===== src/rtl/sar_adc_rd_pkg.sv =====
package sar_adc_rd_pkg;

  typedef enum logic [1:0] {ST_IDLE, ST_SHIFT, ST_GAP} rd_state_e;

  function automatic int unsigned rx_bytes(int unsigned res);
    return (res + 7) / 8;
  endfunction

  // bit position of the result LSB inside the receive word
  function automatic int unsigned field_lsb(int unsigned nch, int unsigned res);
    if (nch > 1)    return 8 * rx_bytes(res) - res;
    else if (res == 10) return 3;
    else if (res == 12) return 1;
    else            return 0;
  endfunction

  function automatic logic [7:0] build_cmd(int unsigned nch, logic [2:0] ch, logic diff);
    logic [7:0] c;
    c = '0;
    if (nch > 2) begin
      c[6]   = 1'b1;
      c[5]   = ~diff;
      c[4:2] = ch;
    end else begin
      c[4] = 1'b1;
      c[3] = ~diff;
      c[2] = ch[0];
    end
    return c;
  endfunction

endpackage


===== src/rtl/sar_adc_rd_div.sv =====
module sar_adc_rd_div #(
  parameter int unsigned HALF_DIV = 2
) (
  input  logic clk_i,
  input  logic rst_ni,
  input  logic en_i,
  output logic tick_o
);
  localparam int unsigned CW = (HALF_DIV > 1) ? $clog2(HALF_DIV) : 1;

  logic [CW-1:0] cnt_q;

  assign tick_o = en_i && (cnt_q == CW'(HALF_DIV - 1));

  always_ff @(posedge clk_i or negedge rst_ni) begin
    if (!rst_ni)                cnt_q <= '0;
    else if (!en_i || tick_o)   cnt_q <= '0;
    else                        cnt_q <= cnt_q + 1'b1;
  end
endmodule


===== src/rtl/sar_adc_rd_seq.sv =====
module sar_adc_rd_seq
  import sar_adc_rd_pkg::*;
#(
  parameter int unsigned TOTAL   = 24,
  parameter int unsigned RX_BITS = 16,
  parameter bit          HAS_CMD = 1'b1
) (
  input  logic               clk_i,
  input  logic               rst_ni,
  input  logic               start_i,
  input  logic [7:0]         cmd_i,
  input  logic               tick_i,
  input  logic               miso_i,
  output logic               busy_o,
  output logic               done_o,
  output logic               sclk_o,
  output logic               cs_n_o,
  output logic               mosi_o,
  output logic [RX_BITS-1:0] rx_o
);
  localparam int unsigned CNT_W = $clog2(TOTAL);

  rd_state_e          state_q;
  logic [CNT_W-1:0]   bit_q;
  logic [7:0]         tx_q;
  logic [RX_BITS-1:0] rx_q;
  logic               sclk_q, cs_q, gap_q;

  always_ff @(posedge clk_i or negedge rst_ni) begin
    if (!rst_ni) begin
      state_q <= ST_IDLE;
      bit_q   <= '0;
      tx_q    <= '0;
      rx_q    <= '0;
      sclk_q  <= 1'b0;
      cs_q    <= 1'b1;
      gap_q   <= 1'b0;
    end else begin
      unique case (state_q)
        ST_IDLE: if (start_i) begin
          state_q <= ST_SHIFT;
          cs_q    <= 1'b0;
          bit_q   <= '0;
          tx_q    <= cmd_i;
        end
        ST_SHIFT: if (tick_i) begin
          if (!sclk_q) begin
            sclk_q <= 1'b1;
            rx_q   <= {rx_q[RX_BITS-2:0], miso_i};
          end else begin
            sclk_q <= 1'b0;
            if (bit_q == CNT_W'(TOTAL - 1)) begin
              state_q <= ST_GAP;
              cs_q    <= 1'b1;
              gap_q   <= 1'b0;
            end else begin
              bit_q <= bit_q + 1'b1;
              tx_q  <= {tx_q[6:0], 1'b0};
            end
          end
        end
        ST_GAP: if (tick_i) begin
          if (gap_q) state_q <= ST_IDLE;
          else       gap_q   <= 1'b1;
        end
        default: state_q <= ST_IDLE;
      endcase
    end
  end

  assign busy_o = (state_q != ST_IDLE);
  assign done_o = (state_q == ST_GAP) && tick_i && gap_q;
  assign sclk_o = sclk_q;
  assign cs_n_o = cs_q;
  assign rx_o   = rx_q;

  generate
    if (HAS_CMD) begin : g_cmd
      assign mosi_o = (state_q == ST_SHIFT) && tx_q[7];
    end else begin : g_rx_only
      assign mosi_o = 1'b0;
    end
  endgenerate
endmodule


===== src/rtl/sar_adc_rd_unpack.sv =====
module sar_adc_rd_unpack
  import sar_adc_rd_pkg::*;
#(
  parameter int unsigned NUM_CH   = 8,
  parameter int unsigned RES_BITS = 12,
  parameter int unsigned RX_BITS  = 16,
  parameter int unsigned DATA_W   = 16
) (
  input  logic [RX_BITS-1:0] rx_i,
  output logic [DATA_W-1:0]  data_o
);
  localparam int unsigned LSB = field_lsb(NUM_CH, RES_BITS);
  localparam logic [RX_BITS-1:0] FMASK = RX_BITS'((64'd1 << RES_BITS) - 1);
  localparam logic [DATA_W-1:0]  EXT   = ~DATA_W'((64'd1 << RES_BITS) - 1);

  logic [RX_BITS-1:0] fld;
  assign fld = (rx_i >> LSB) & FMASK;

  generate
    if (RES_BITS == 13) begin : g_signed
      assign data_o = DATA_W'(fld) | (fld[RES_BITS-1] ? EXT : '0);
    end else begin : g_unsigned
      assign data_o = DATA_W'(fld);
    end
  endgenerate
endmodule


===== src/rtl/sar_adc_reader.sv =====
module sar_adc_reader
  import sar_adc_rd_pkg::*;
#(
  parameter int unsigned NUM_CH   = 8,
  parameter int unsigned RES_BITS = 12,
  parameter int unsigned HALF_DIV = 2,
  parameter int unsigned DATA_W   = 16,
  localparam int unsigned CH_W    = (NUM_CH > 1) ? $clog2(NUM_CH) : 1
) (
  input  logic              clk_i,
  input  logic              rst_ni,
  input  logic              req_i,
  input  logic [CH_W-1:0]   chan_i,
  input  logic              diff_i,
  output logic              busy_o,
  output logic              valid_o,
  output logic [DATA_W-1:0] data_o,
  output logic              sclk_o,
  output logic              cs_n_o,
  output logic              mosi_o,
  input  logic              miso_i
);
  localparam bit          HAS_CMD  = (NUM_CH > 1);
  localparam int unsigned RX_BITS  = 8 * rx_bytes(RES_BITS);
  localparam int unsigned TOTAL    = (HAS_CMD ? 8 : 0) + RX_BITS;

  logic               busy, done, tick, start;
  logic [7:0]         cmd;
  logic [RX_BITS-1:0] rx;
  logic [DATA_W-1:0]  sample;
  logic               valid_q;
  logic [DATA_W-1:0]  data_q;

  assign start = req_i && !busy;
  assign cmd   = build_cmd(NUM_CH, 3'(chan_i), diff_i);

  sar_adc_rd_div #(.HALF_DIV(HALF_DIV)) div_i (
    .clk_i, .rst_ni, .en_i(busy), .tick_o(tick)
  );

  sar_adc_rd_seq #(.TOTAL(TOTAL), .RX_BITS(RX_BITS), .HAS_CMD(HAS_CMD)) seq_i (
    .clk_i, .rst_ni, .start_i(start), .cmd_i(cmd), .tick_i(tick), .miso_i,
    .busy_o(busy), .done_o(done), .sclk_o, .cs_n_o, .mosi_o, .rx_o(rx)
  );

  sar_adc_rd_unpack #(
    .NUM_CH(NUM_CH), .RES_BITS(RES_BITS), .RX_BITS(RX_BITS), .DATA_W(DATA_W)
  ) unpack_i (.rx_i(rx), .data_o(sample));

  always_ff @(posedge clk_i or negedge rst_ni) begin
    if (!rst_ni) begin
      valid_q <= 1'b0;
      data_q  <= '0;
    end else begin
      valid_q <= done;
      if (done) data_q <= sample;
    end
  end

  assign busy_o  = busy;
  assign valid_o = valid_q;
  assign data_o  = data_q;
endmodule


===== config.mk =====
export PLATFORM = sky130hd
export DESIGN_NAME = sar_adc_reader
export DESIGN_NICKNAME = d
export VERILOG_FILES = /design/src/rtl/sar_adc_rd_pkg.sv /design/src/rtl/sar_adc_rd_div.sv /design/src/rtl/sar_adc_rd_seq.sv /design/src/rtl/sar_adc_rd_unpack.sv /design/src/rtl/sar_adc_reader.sv
export SDC_FILE = /design/constraint.sdc
export NUM_CORES = 1
export LEC_CHECK = 0
export ABC_CLOCK_PERIOD_IN_PS = 2600
export BUFFER_PORTS_ARGS = -buffer_cell sky130_fd_sc_hd__buf_2
export CORE_MARGIN = 2
export CORE_UTILIZATION = 30
export CTS_CLUSTER_DIAMETER = 200
export CTS_CLUSTER_SIZE = 25
export DETAILED_ROUTE_END_ITERATION = 12
export PLACE_DENSITY_LB_ADDON = 0.2
export SYNTH_ARGS = -nofsm -noshare
export SYNTH_HDL_FRONTEND = slang
export SYNTH_SLANG_ARGS = --single-unit

===== constraint.sdc =====
create_clock -name clk_i -period 2.6 [get_ports clk_i]
set_input_delay 0.39 -clock clk_i [delete_from_list [all_inputs] [get_ports clk_i]]
set_output_delay 0.39 -clock clk_i [all_outputs]
set_load 0.01 [all_outputs]

==> flow_summary.rst <==
.. list-table::
   :header-rows: 1

   * - Metric
     - Value
   * - Result of the run
     - finished, final reports clean
   * - Xor-xnor portion of the synthesized cell area
     - 0.439%
   * - Area leader, netlist
     - sky130_fd_sc_hd__dfrtp_1
   * - Count of flip-flops with a built-in enable after synthesis
     - 0
   * - I/O pin cnt
     - 29
   * - Starting density of the core
     - 31.3%
   * - WP data arrival
     - 2.10 ns
   * - Average footprint of a synthesized cell
     - 13.3 um2
   * - Max IR drop VDD
     - 0.459 mV
   * - Synth Area in Compound Gates
     - 5.33%
   * - Post-CTS repair timing setup buffer count
     - 0
   * - Remaining design rule violation count
     - 0
   * - Most instantiated cells after synthesis
     - sky130_fd_sc_hd__dfrtp_1 (45), sky130_fd_sc_hd__mux2_2 (35), sky130_fd_sc_hd__inv_1 (8), sky130_fd_sc_hd__nor2_1 (7)
   * - Reg clk slew, reported paths
     - 0.09 ns
   * - Worst Hold Class
     - in2async
   * - Total number of placement rows
     - 29
   * - Register bit total from synthesis
     - 46
   * - Power per cell area
     - 1020 nW/um2
   * - Worst Tran Pin Value
     - 1.01 ns
   * - Area of the placeable core
     - 6390 um2
   * - Final critical delay including setup and external delays
     - 1.92 ns
   * - Period Utilization, post-route
     - 73.9%
   * - Fraction of the yosys area taken by sequential cells
     - 57.7%
   * - Port Buf Inserts
     - 24
   * - Fraction of registers with async set or reset after synthesis
     - 100%
   * - Htree depth
     - 2
   * - Number of failing hold endpoints at the final stage
     - 0
   * - Clock insertion delay at the later pin of the skew report
     - 0.30 ns
   * - Worst reg2reg path startpoint
     - seq_i.state_q[1]
   * - Max transition margin
     - 32.8%
   * - GR Overflow Total
     - 0
   * - Depth of the worst register-to-register path
     - 4
   * - Final setup TNS
     - 0 ns
   * - Endpoint type of the worst setup path
     - flop
   * - Most frequently used cell type in the post-synthesis netlist
     - sky130_fd_sc_hd__dfrtp_1
   * - Clock Tree Root
     - sky130_fd_sc_hd__clkbuf_8
   * - Largest net degree at the start of global routing
     - 47
   * - Cell variety after synth
     - 32
   * - Internal reg-to-reg setup slack
     - 0.68 ns
   * - DRC violation total after the first TritonRoute iteration
     - 56
   * - First-pass GRT wire length
     - 5980 um
   * - Largest family of logic cells by synthesized area
     - multiplexers
   * - Weighted congestion reported at the end of routability-driven placement
     - 0.711
   * - Antenna diode instance count
     - 0
   * - Number of fillers in the final layout
     - 656
   * - Via-per-instance ratio
     - 4.68
   * - Multiplexer share of the synthesized area
     - 21.2%
   * - Worst hold margin
     - 0.261 ns
   * - Share of cells above drive strength 1
     - 42.9%
   * - Setup violations, final
     - 0
   * - Post-Route WL
     - 3430 um
   * - Count of synthesis-stage warnings from yosys
     - 0
   * - Number of slew-limit violations in the final report
     - 0
   * - Achievable Freq
     - 521 MHz
   * - Number of hold-repair buffers added at the cts stage
     - 0
   * - Maximum fanout along the worst path
     - 16
   * - Half-perimeter wire length after detailed placement
     - 2380 um
   * - Max-cap violations
     - 0
   * - Routed len/inst
     - 13.5 um
   * - Number of buffers added by the clock tree synthesis step
     - 5
   * - Leakage
     - 1.12 nW
   * - Vias in the first global route
     - 1212
   * - Number of vias in the routed layout
     - 1189
   * - Top cells by area in the synthesized netlist
     - sky130_fd_sc_hd__dfrtp_1 (56%), sky130_fd_sc_hd__mux2_2 (20%), sky130_fd_sc_hd__mux2i_1 (1.5%)
   * - Final net count
     - 185
   * - Vertical die dimension
     - 85.6 um
   * - Multi-input gate area in the final layout
     - 754 um2
   * - Storage element area
     - 1150 um2
   * - Chip width
     - 85.6 um
   * - Area share of fa/ha/maj cells after synthesis
     - 0.627%
   * - Cell area after synthesis
     - 2000 um2
   * - Global-route total usage across every layer
     - 10.4%
   * - Dominant synthesized flop cell
     - sky130_fd_sc_hd__dfrtp_1
   * - First-pass detailed-route iteration total
     - 3
   * - Worst r2r dst
     - seq_i.rx_o[9]
   * - Clk sink count
     - 46
   * - Post-route antenna net violation count
     - 0
   * - Post-synthesis share of cell area spent on and, or, nand and nor gates
     - 9.40%
   * - Worst Skew
     - 0.00944 ns
   * - Post_cts resized
     - 0
   * - Synthesized instance count
     - 150
   * - Initial antenna violation count
     - 0
   * - Die area
     - 7320 um2
   * - Portion of synthesized cell area occupied by the leading cell type
     - 56.4%
   * - Maximum number of buffers from clock root to sink
     - 2
   * - Layout overhead on the synthesized area
     - 13.1%
   * - Clock tree from TritonCTS
     - done
   * - Setup crit start kind
     - flop
   * - Data required time at the worst endpoint
     - 2.78 ns
   * - Setup repair after global routing missed its margin
     - no
   * - Classification of the worst setup path
     - reg2reg
## state kept, by name, summed over array words and instances (netlist names)
signal	flops
data_o	12
seq_i.rx_o	16
seq_i.gap_q	1
seq_i.tx_q	6
seq_i.state_q	2
valid_o	1
seq_i.cs_n_o	1
seq_i.bit_q	5
div_i.cnt_q	1
seq_i.sclk_o	1
## critical path: stages, from the launching register on
cell and delay [ns]:
sky130_fd_sc_hd__dfrtp_1 0.51, sky130_fd_sc_hd__nand2b_1 0.39, sky130_fd_sc_hd__nor3b_4 0.27, sky130_fd_sc_hd__buf_4 0.27, sky130_fd_sc_hd__mux2_2 0.36
## final cells by class
class                   instances  area share, %
flip-flops and latches         46           51.0
multi-input cells              89           33.4
repair buffers                 26           5.98
well taps                      77           4.27
clock buffers                   5           3.05
inverters                       8           1.33
clock inverters                 3          0.942
## cells by family after synthesis
family / count (synthesis)
fa+ha+maj: 1
simple gates: 32
buf+inv: 18
other cells: 1
compound gates: 13
flops: 46
xor+xnor: 1
mux: 38
## cell usage in the layout (no fill, tap or decap), types with 2 or more instances in the layout
cell type                  instances
sky130_fd_sc_hd__dfrtp_1          45
sky130_fd_sc_hd__mux2_2           35
sky130_fd_sc_hd__buf_2            24
sky130_fd_sc_hd__inv_1             8
sky130_fd_sc_hd__nor2_1            7
sky130_fd_sc_hd__nand3_1           5
sky130_fd_sc_hd__nand2_1           5
sky130_fd_sc_hd__clkbuf_8          5
sky130_fd_sc_hd__o21ai_0           4
sky130_fd_sc_hd__conb_1            4
sky130_fd_sc_hd__nand2b_1          3
sky130_fd_sc_hd__mux2i_1           3
sky130_fd_sc_hd__nor3_1            3
sky130_fd_sc_hd__a21oi_1           3
sky130_fd_sc_hd__nand4b_1          2
sky130_fd_sc_hd__a22o_2            2
sky130_fd_sc_hd__buf_4             2
## through the flow
stage	power [mW]	std cells	utilization, %	setup slack [ns]	cell area [um2]
floorplan	1.73	153	-	0.957	2010
global placement	1.86	246	34.0	0.759	2170
detailed placement	1.90	246	34.0	0.692	2170
CTS	2.35	254	35.4	0.676	2260
global route	2.49	254	35.4	0.573	2260
finish	2.31	254	35.4	0.680	2260
## worst max path at each step
stage / startpoint / endpoint / slack [ns] / cells past startpoint
2_1_floorplan: seq_i.state_q[0] / seq_i.bit_q[0] / 0.96 / 4
3_3_place_gp: seq_i.state_q[1] / seq_i.rx_o[11] / 0.76 / 4
3_5_place_dp: seq_i.state_q[1] / seq_i.rx_o[2] / 0.69 / 4
4_1_cts: seq_i.state_q[1] / seq_i.rx_o[2] / 0.68 / 4
5_1_grt: seq_i.state_q[1] / seq_i.rx_o[9] / 0.57 / 4
6_report: seq_i.state_q[1] / seq_i.rx_o[9] / 0.68 / 4
## routing by layer
metal / track usage (%) / vias up / share of wire (%) / wire length [um]
li1: - / 562 / - / -
met1: 13.9 / 602 / 49 / 1680
met2: 16.3 / 19 / 46 / 1580
met3: 2.69 / 6 / 3.3 / 113
met4: 4.33 / 0 / 1.7 / 58
met5: 0 / - / 0 / 0
## where the power goes
part	total, mW	switching [mW]	internal, mW
clock	0.432	0.243	0.189
combinational	0.760	0.338	0.422
sequential	1.12	0.174	0.943
No activity file was read; power rests on OpenSTA's default activity.
